===== config.mk =====
export PLATFORM = sky130hd
export DESIGN_NAME = sync_byte_rx
export DESIGN_NICKNAME = d
export VERILOG_FILES = /design/src/rtl/sbr_pkg.sv /design/src/rtl/sbr_sync.sv /design/src/rtl/sbr_clkgen.sv /design/src/rtl/sbr_core.sv /design/src/rtl/sync_byte_rx.sv
export SDC_FILE = /design/constraint.sdc
export NUM_CORES = 1
export LEC_CHECK = 0
export ABC_AREA = 1
export CAP_MARGIN = 20
export CORE_MARGIN = 4
export CORE_UTILIZATION = 57
export CTS_CLUSTER_SIZE = 24
export DETAILED_ROUTE_END_ITERATION = 8
export GPL_TIMING_DRIVEN = 0
export PLACE_DENSITY = 0.81
export SKIP_LAST_GASP = 1
export SYNTH_ARGS = -nofsm -noshare
export SYNTH_HDL_FRONTEND = slang
export SYNTH_HIERARCHICAL = 1
export SYNTH_SLANG_ARGS = --single-unit

===== constraint.sdc =====
create_clock -name clk -period 5.75 [get_ports clk]
set_clock_uncertainty 0.15 [all_clocks]
set_input_delay 0.8625 -clock clk [delete_from_list [all_inputs] [get_ports clk]]
set_output_delay 0.8625 -clock clk [all_outputs]
set_load 0.005 [all_outputs]

===== src/rtl/sbr_pkg.sv =====
package sbr_pkg;
    localparam int CSEL_W = 3;
    localparam logic [CSEL_W-1:0] CSEL_EXT = '1;
    localparam logic [1:0] MODE_RX  = 2'b10;
    localparam logic [1:0] MODE_OFF = 2'b00;

    typedef struct packed {
        logic              edge_fall;
        logic              lsb_first;
        logic [CSEL_W-1:0] csel;
    } sbr_cfg_t;
endpackage


===== src/rtl/sbr_sync.sv =====
module sbr_sync #(
    parameter int STAGES = 2
) (
    input  logic clk,
    input  logic rst_n,
    input  logic sck_in,
    input  logic sdi_in,
    output logic sdi_s,
    output logic sck_rise,
    output logic sck_fall
);
    typedef struct packed {
        logic [STAGES-1:0] sck;
        logic [STAGES-1:0] sdi;
        logic              sck_prev;
    } sync_t;

    sync_t q, d;

    always_comb begin
        d          = q;
        d.sck      = {q.sck[STAGES-2:0], sck_in};
        d.sdi      = {q.sdi[STAGES-2:0], sdi_in};
        d.sck_prev = q.sck[STAGES-1];
    end

    always_ff @(posedge clk or negedge rst_n) begin
        if (!rst_n) q <= '{sck: '1, sdi: '0, sck_prev: 1'b1};
        else        q <= d;
    end

    assign sdi_s    = q.sdi[STAGES-1];
    assign sck_rise = q.sck[STAGES-1] & ~q.sck_prev;
    assign sck_fall = ~q.sck[STAGES-1] & q.sck_prev;
endmodule


===== src/rtl/sbr_clkgen.sv =====
module sbr_clkgen import sbr_pkg::*; #(
    parameter int BASE_HALF = 8
) (
    input  logic              clk,
    input  logic              rst_n,
    input  logic              run_req,
    input  logic [CSEL_W-1:0] csel,
    output logic              sck,
    output logic              rise_ev,
    output logic              fall_ev
);
    localparam int MAX_HALF = BASE_HALF << ((1 << CSEL_W) - 1);
    localparam int DIV_W    = $clog2(MAX_HALF + 1);

    typedef struct packed {
        logic [DIV_W-1:0] cnt;
        logic             sck;
    } gen_t;

    gen_t q, d;
    logic [DIV_W-1:0] lim;
    logic active, tick;

    always_comb begin
        lim    = DIV_W'(BASE_HALF) << csel;
        active = run_req | ~q.sck;
        tick   = active && (q.cnt == lim - 1'b1);
        d      = q;
        if (!active)   d.cnt = '0;
        else if (tick) begin
            d.cnt = '0;
            d.sck = ~q.sck;
        end else       d.cnt = q.cnt + 1'b1;
    end

    always_ff @(posedge clk or negedge rst_n) begin
        if (!rst_n) q <= '{cnt: '0, sck: 1'b1};
        else        q <= d;
    end

    assign sck     = q.sck;
    assign rise_ev = tick & ~q.sck;
    assign fall_ev = tick & q.sck;

    assert_halt_high_R5: assert property (@(posedge clk) disable iff (!rst_n)
        (!run_req && q.sck) |=> q.sck);
endmodule


===== src/rtl/sbr_core.sv =====
module sbr_core import sbr_pkg::*; #(
    parameter int DATA_W = 8
) (
    input  logic              clk,
    input  logic              rst_n,
    input  logic              ctl_wr,
    input  logic [1:0]        ctl_mode,
    input  logic              ctl_start,
    input  logic              ctl_edge,
    input  logic              ctl_lsb,
    input  logic [CSEL_W-1:0] ctl_csel,
    input  logic              buf_rd,
    input  logic              stat_rd,
    input  logic              sdi_s,
    input  logic              ext_rise,
    input  logic              ext_fall,
    input  logic              int_rise,
    input  logic              int_fall,
    output sbr_cfg_t          cfg,
    output logic              busy,
    output logic              shen,
    output logic              done,
    output logic              ovr,
    output logic              irq,
    output logic [DATA_W-1:0] rx_buf
);
    localparam int CNT_W = $clog2(DATA_W);

    typedef struct packed {
        sbr_cfg_t          cfg;
        logic              busy;
        logic              shen;
        logic              done;
        logic              ovr;
        logic              stop_pend;
        logic              irq;
        logic [CNT_W-1:0]  bcnt;
        logic [DATA_W-1:0] shreg;
        logic [DATA_W-1:0] rbuf;
    } core_t;

    core_t q, d;
    logic ext, smp, last;
    logic [DATA_W-1:0] nxt_sh;

    always_comb begin
        d      = q;
        d.irq  = 1'b0;
        ext    = (q.cfg.csel == CSEL_EXT);
        smp    = q.busy & (ext ? (q.cfg.edge_fall ? ext_fall : ext_rise)
                               : (q.cfg.edge_fall ? int_fall : int_rise));
        nxt_sh = q.cfg.lsb_first ? {sdi_s, q.shreg[DATA_W-1:1]}
                                 : {q.shreg[DATA_W-2:0], sdi_s};
        last   = (q.bcnt == CNT_W'(DATA_W - 1));

        if (buf_rd) begin
            d.done = 1'b0;
            if (q.busy && !ext && !q.shen) d.shen = 1'b1;
        end
        if (stat_rd) d.ovr = 1'b0;

        if (smp) begin
            d.shreg = nxt_sh;
            d.bcnt  = q.bcnt + 1'b1;
            if (last) begin
                d.bcnt = '0;
                d.irq  = 1'b1;
                if (q.done && !buf_rd) d.ovr = 1'b1;
                else begin
                    d.rbuf = nxt_sh;
                    d.done = 1'b1;
                end
                if (!ext) d.shen = 1'b0;
                if (q.stop_pend) begin
                    d.busy      = 1'b0;
                    d.shen      = 1'b0;
                    d.stop_pend = 1'b0;
                end
            end
        end

        if (ctl_wr) begin
            if (q.busy) begin
                if (ctl_mode == MODE_OFF) begin
                    d.busy      = 1'b0;
                    d.shen      = 1'b0;
                    d.stop_pend = 1'b0;
                    d.bcnt      = '0;
                    d.irq       = 1'b0;
                end else if (!ctl_start) begin
                    if (!q.shen || q.bcnt == '0) begin
                        d.busy = 1'b0;
                        d.shen = 1'b0;
                        d.bcnt = '0;
                    end else d.stop_pend = 1'b1;
                end
            end else begin
                d.cfg = '{edge_fall: ctl_edge, lsb_first: ctl_lsb, csel: ctl_csel};
                if (ctl_start && ctl_mode == MODE_RX) begin
                    d.busy      = 1'b1;
                    d.shen      = 1'b1;
                    d.stop_pend = 1'b0;
                    d.bcnt      = '0;
                    d.shreg     = '0;
                end
            end
        end
    end

    always_ff @(posedge clk or negedge rst_n) begin
        if (!rst_n) q <= '0;
        else        q <= d;
    end

    assign cfg    = q.cfg;
    assign busy   = q.busy;
    assign shen   = q.shen;
    assign done   = q.done;
    assign ovr    = q.ovr;
    assign irq    = q.irq;
    assign rx_buf = q.rbuf;

    assert_irq_pulse_R3: assert property (@(posedge clk) disable iff (!rst_n)
        q.irq |=> !q.irq);
    assert_irq_done_R3: assert property (@(posedge clk) disable iff (!rst_n)
        q.irq |-> q.done);
    assert_shen_busy_R2: assert property (@(posedge clk) disable iff (!rst_n)
        q.shen |-> q.busy);
    assert_ovr_keeps_buf_R6: assert property (@(posedge clk) disable iff (!rst_n)
        $rose(q.ovr) |-> $stable(q.rbuf));
    assert_cfg_frozen_R8: assert property (@(posedge clk) disable iff (!rst_n)
        (q.busy && $past(q.busy)) |-> $stable(q.cfg));
    assert_abort_quiet_R11: assert property (@(posedge clk) disable iff (!rst_n)
        (ctl_wr && ctl_mode == MODE_OFF && q.busy) |=> (!q.busy && !q.irq));
endmodule


===== src/rtl/sync_byte_rx.sv =====
module sync_byte_rx import sbr_pkg::*; #(
    parameter int DATA_W      = 8,
    parameter int BASE_HALF   = 8,
    parameter int SYNC_STAGES = 2
) (
    input  logic              clk,
    input  logic              rst_n,
    input  logic              ctl_wr,
    input  logic [1:0]        ctl_mode,
    input  logic              ctl_start,
    input  logic              ctl_edge,
    input  logic              ctl_lsb,
    input  logic [CSEL_W-1:0] ctl_csel,
    input  logic              buf_rd,
    input  logic              stat_rd,
    input  logic              sck_in,
    input  logic              sdi,
    output logic              sck_out,
    output logic              sck_oe,
    output logic [DATA_W-1:0] rx_buf,
    output logic              st_busy,
    output logic              st_shen,
    output logic              st_done,
    output logic              st_ovr,
    output logic              irq
);
    sbr_cfg_t cfg;
    logic sdi_s, ext_rise, ext_fall, int_rise, int_fall, sck_int, run_req;

    sbr_sync #(.STAGES(SYNC_STAGES)) u_sync (
        .clk(clk), .rst_n(rst_n), .sck_in(sck_in), .sdi_in(sdi),
        .sdi_s(sdi_s), .sck_rise(ext_rise), .sck_fall(ext_fall)
    );

    assign sck_oe  = (cfg.csel != CSEL_EXT);
    assign run_req = st_busy & st_shen & sck_oe;

    sbr_clkgen #(.BASE_HALF(BASE_HALF)) u_gen (
        .clk(clk), .rst_n(rst_n), .run_req(run_req), .csel(cfg.csel),
        .sck(sck_int), .rise_ev(int_rise), .fall_ev(int_fall)
    );

    sbr_core #(.DATA_W(DATA_W)) u_core (
        .clk(clk), .rst_n(rst_n), .ctl_wr(ctl_wr), .ctl_mode(ctl_mode),
        .ctl_start(ctl_start), .ctl_edge(ctl_edge), .ctl_lsb(ctl_lsb),
        .ctl_csel(ctl_csel), .buf_rd(buf_rd), .stat_rd(stat_rd),
        .sdi_s(sdi_s), .ext_rise(ext_rise), .ext_fall(ext_fall),
        .int_rise(int_rise), .int_fall(int_fall), .cfg(cfg),
        .busy(st_busy), .shen(st_shen), .done(st_done), .ovr(st_ovr),
        .irq(irq), .rx_buf(rx_buf)
    );

    assign sck_out = sck_oe ? sck_int : 1'b1;
endmodule


==> results.json, run 1 <==
{
  "drive_above_1_share": 0.1893,
  "power_mw": 1.108,
  "end_kind": "flop",
  "core-area_um2": 4384,
  "nFillCells": 342,
  "clkTransAtPathRegs_ns": 0.09,
  "powerDensity_nw_per_um2": 358.8,
  "finalSetupTns_ns": 0,
  "grt_remaining_overflow": 0,
  "yosysWarnings": 6,
  "cts_hold_buf": 0,
  "cts-root-buf": "clkbuf_8",
  "diodes": 0,
  "via_count": 2083,
  "pre_cts_slack_ns": 3.185,
  "wl_per_cell_um": 12.73,
  "drtIter0Drc": 137,
  "critPathMostFrequentCell": "nand2_1",
  "cts_tree": "built",
  "clk_latency_ns": 0.31,
  "period_needed_ns": 2.597,
  "leakagePower_nw": 1.552,
  "max_freq_ghz": 0.3851,
  "avgSynthCellArea_um2": 8.248,
  "cts-htree-levels": 2,
  "cts_sinks": 47,
  "clock_path_buffers": 2,
  "regArea_um2": 1181,
  "path_cells": "buf_4 -> nand3_2 -> nand2_1 -> inv_1 -> inv_1 -> a21oi_1 -> nand3_1 -> nor2_2 -> nand3_4 -> nor2_1 -> nand2_1 -> nand3_1 -> nand2_1 -> nor2_4 -> nand3_4 -> nand2_1 -> nand2_1",
  "hold_viol_final": 0,
  "cts_buffers": 5,
  "die_w_um": 75.62,
  "cap_viol_max_count": 0,
  "port_buffers": 29,
  "fin_util": 0.7046,
  "cp_max_fo": 9,
  "grt_pass1_vias": 2123,
  "cts_setup_buffers": 0,
  "ir_worst_vdd_mv": 0.2194,
  "cts-resized-gates": 0,
  "multi_input_area_um2": 1135,
  "syn_inst": 316,
  "drt_first_pass_iters": 4,
  "slew_violations": 0,
  "critical_path_arrival_ns": 2.66,
  "status": "finished clean",
  "critPathMaxStageDelay_ns": 0.42,
  "rsz0062_at_grt": "false",
  "antenna_found_initial": 0,
  "fin_crit_sh": 0.4516,
  "design.portCount": 30,
  "startpoint_type": "flop",
  "worstHoldPathType": "reg2reg",
  "gp_congestion": 0.8781,
  "die_y_um": 75.62,
  "viasPerCell": 5.131,
  "dp_hpwl_um": 3906,
  "initial_core_util": 0.5945,
  "maxSlewHeadroom": 0.7128,
  "setup_viol": 0,
  "finalWorstSetupSlack_ns": 3.153,
  "syn-num-nets": 335,
  "finalWirelength_um": 5168,
  "path_class": "reg2reg",
  "die_area_um2": 5718,
  "syn_area_um2": 2606,
  "grt_first_pass_wirelength_um": 8901,
  "finish.instance_area_um2": 3089,
  "track_usage": 0.2048,
  "antenna_left": 0,
  "drc": 0,
  "post_dp_cell_area_um2": 2977,
  "grt_max_degree": 31,
  "area_delta_synth_final_pct": 18.53,
  "tightest_slew_ns": 0.4308,
  "required_ns": 5.81,
  "layout.nets": 372,
  "rows": 24,
  "crit_slowest_cell": "dfrtp_1"
}
-- where the power goes --
part           total (mW)  leakage [nW]  internal (mW)  switching (mW)
registers           0.476         0.597          0.411          0.0647
logic               0.385         0.898          0.165           0.220
clock network       0.247        0.0581          0.130           0.117
total                1.11          1.55          0.706           0.402
-- final timing paths --
kind / start / to / slack, ns / cells after the start
worst max register to register: u_core/cfg[1] / u_core/rx_buf[1] / 3.15 / 17
worst min register to register: u_sync/d[4] / u_sync/d[0] / 0.21 / 0
worst max-delay path: u_core/cfg[1] / u_core/rx_buf[1] / 3.15 / 17
worst min-delay path: u_sync/d[4] / u_sync/d[0] / 0.21 / 0
min in group asynchronous: rst_n / u_gen/q[6] / 0.33 / 1
max in group asynchronous: rst_n / u_gen/q[8] / 4.63 / 2
-- critical path: cells and delay by family, from the launching register on --
family | cells | cell delay [ns]
AOI/OAI and AO/OA | 1 | 0.13
buffers and inverters | 3 | 0.28
and+or+nand+nor | 13 | 1.52
DFF | 1 | 0.42
-- sequential cells by signal, summed over array words and instances, names as in the netlist --
signal         count
u_core/busy        1
u_core/cfg         5
u_core/done        1
u_core/irq         1
u_core/ovr         1
u_core/q          12
u_core/rx_buf      8
u_core/shen        1
u_gen/q           11
u_gen/sck          1
u_sync/d           3
u_sync/q           1
u_sync/sdi_s       1
-- final cells by class --
cell class,instances,share of cell area
clock buffer,5,0.02228
timing repair buffer,30,0.09883
clock inverter,3,0.01418
buffer,16,0.04172
tap,52,0.02106
inverter,43,0.05225
sequential,47,0.3823
multi-input combinational,210,0.3674
-- stage by stage --
step | hold WS, ns | cells
5_1_grt | 0.2201 | 406
3_3_place_gp | 0.1847 | 397
4_1_cts | 0.2171 | 406
6_report | 0.2147 | 406
3_5_place_dp | 0.2009 | 398
2_1_floorplan | 0.1812 | 316
-- metal layers --
metal | routed length (um) | track usage
met4 | 119 | 0.1087
met1 | 2293 | 0.2475
met2 | 2535 | 0.3500
met3 | 220 | 0.03298
met5 | 0 | 0
-- layout by cell type (no fill, tap or decap), drive strengths merged, types with 4 or more instances in the layout --
cell and n:
nand3 17, nor2 49, dfrtp 43, o21ai 19, mux2 5, clkbuf 5, xor2 5, ha 4
a21oi 13, nand4 4, buf 18, clkdlybuf4s50 28, dfstp 4, nand2 88, inv 43
Power figures use the tool's default switching activity.
==> run 2: changes to the inputs <==
- CORE_UTILIZATION: 57 -> 56
- PLACE_DENSITY: 0.81 -> 0.8
- clock period: 5.75 -> 2.4 ns (I/O delays scaled with it)
==> results.json, run 2 (synthesis results as in run 1) <==
{
  "status": "finished clean",
  "diodes": 0,
  "grt_max_degree": 37,
  "worstHoldPathType": "reg2reg",
  "power_frac_seq": 0.443,
  "maxSlewHeadroom": 0.7401,
  "crit_start": "u_core/cfg[1]",
  "final_common_cell": "nand2_1",
  "setup_viol": 0,
  "slew_violations": 0,
  "clkTransAtPathRegs_ns": 0.08,
  "drc": 0,
  "track_usage": 0.1928,
  "post_dp_cell_area_um2": 2977,
  "startpoint_type": "flop",
  "grt_pass1_vias": 2057,
  "critical_path_arrival_ns": 2.42,
  "drtIter0Drc": 167,
  "cts-root-buf": "clkbuf_8",
  "layout.nets": 381,
  "fin_util": 0.7173,
  "initial_core_util": 0.5864,
  "finalWorstSetupSlack_ns": 0.06876,
  "drive_above_1_share": 0.2521,
  "required_ns": 2.49,
  "die_w_um": 76.22,
  "largest_register_ff_count": 12,
  "wl_per_cell_um": 13.19,
  "pre_cts_slack_ns": -0.1564,
  "cts_sinks": 47,
  "via_count": 2119,
  "max_freq_ghz": 0.4290,
  "switchingPower_mw": 0.9885,
  "fin_crit_sh": 0.9714,
  "period_needed_ns": 2.331,
  "gp_congestion": 0.8699,
  "clk_latency_ns": 0.29,
  "clock_path_buffers": 2,
  "regMostFlops": "u_core/q",
  "core-area_um2": 4444,
  "dp_hpwl_um": 3866,
  "finalWirelength_um": 5448,
  "die_area_um2": 5809,
  "ir_worst_vdd_mv": 0.4760,
  "tightest_slew_ns": 0.3885,
  "port_buffers": 29,
  "min_path_cells": 0,
  "swShare": 0.3782,
  "cts-htree-levels": 2,
  "path_class": "reg2reg",
  "min-delay-start": "u_sync/d[2]",
  "drt_first_pass_iters": 4,
  "powerDensity_nw_per_um2": 819.8,
  "antenna_found_initial": 0,
  "finish.instance_area_um2": 3188,
  "cts_tree": "built",
  "cts_buffers": 5,
  "antenna_left": 0,
  "grt_first_pass_wirelength_um": 9190,
  "design.portCount": 30,
  "leakagePower_nw": 1.581,
  "hold_viol_final": 0,
  "internal_power_mw": 1.625,
  "grt_remaining_overflow": 0,
  "pwr-share-comb": 0.388,
  "clockPowerShare": 0.169,
  "area_delta_synth_final_pct": 22.32,
  "rsz0062_at_grt": "true",
  "rr_startpoint": "u_core/cfg[1]",
  "viasPerCell": 5.131,
  "rows": 24,
  "die_y_um": 76.22,
  "cp_max_fo": 8,
  "end_kind": "flop",
  "cap_viol_max_count": 0,
  "layout_common_cells": "nand2_1, dfrtp_1, inv_1",
  "rr_worst_depth": 17
}
run 2: power groups by stage:
| stage | sequential [mW] | clock (mW) | combinational, mW |
|---|---|---|---|
| after floorplan | 1.12 | 0 | 0.706 |
| after global placement | 1.15 | 0 | 0.879 |
| after detailed placement | 1.16 | 0 | 0.919 |
| after CTS | 1.14 | 0.451 | 0.954 |
| after global routing | 1.19 | 0.492 | 1.14 |
| final | 1.16 | 0.443 | 1.01 |
run 2: layer usage:
layer	up-vias	GRT usage	routed length [um]
met3	4	0.04728	244
met2	56	0.3366	2838
li1	1070	-	-
met4	0	0.06341	36
met5	-	0	0
met1	989	0.2328	2328
run 2: cell type report:
class | instances | area (um^2)
fillers | 348 | 1256
inverters | 43 | 161.4
clock buffers | 6 | 72.57
flip-flops and latches | 47 | 1182
multi-input cells | 210 | 1195
plain buffers | 14 | 117.6
repair buffers | 41 | 394.1
well taps | 52 | 65.06
run 2: final timing paths:
kind / slack [ns] / end
worst max register to register: 0.07 / u_core/rx_buf[0]
max in group asynchronous: 1.28 / u_gen/q[9]
worst min register to register: 0.21 / u_sync/sdi_s
min in group asynchronous: 0.34 / u_gen/q[6]
worst min-delay path: 0.21 / u_sync/sdi_s
worst max-delay path: 0.07 / u_core/rx_buf[0]
run 2: repair_timing:
action                                  in CTS  in global routing
endpoints found under the setup margin      19                 22
endpoints found under the hold margin        7                  0
hold buffers                                 1                  0
gates resized for setup                      0                 23
pin swaps                                    3                 10
setup buffers                                5                  5
run 2: worst max-delay path: stages, from the launching register on:
cell	delay (ns)
dfrtp_1	0.39
buf_6	0.13
buf_4	0.15
nor2_4	0.09
nand2_1	0.05
nand2_1	0.07
nand2_2	0.06
nor2_4	0.14
nand3_4	0.08
nor2_1	0.10
nand2_1	0.10
nand2_2	0.08
nand2_2	0.06
nand2_4	0.10
nand3_4	0.14
nor2_8	0.23
nand2_1	0.07
nand2_1	0.07
run 2: stage by stage:
step	hold WS, ns	power (mW)	TNS, ns	cells
2_1_floorplan	-0.08559	1.821	0	316
3_5_place_dp	0.1228	2.079	-1.505	398
3_3_place_gp	0.1823	2.027	-23.17	397
6_report	0.2085	2.614	0	413
4_1_cts	0.2099	2.548	0	410
5_1_grt	0.2175	2.819	-1.367	413
==> run 3: changes to the inputs <==
- HOLD_SLACK_MARGIN: not set -> 0.08
==> results of run 3 <==
No change in the layout: final DEF, timing and power equal those of run 2.
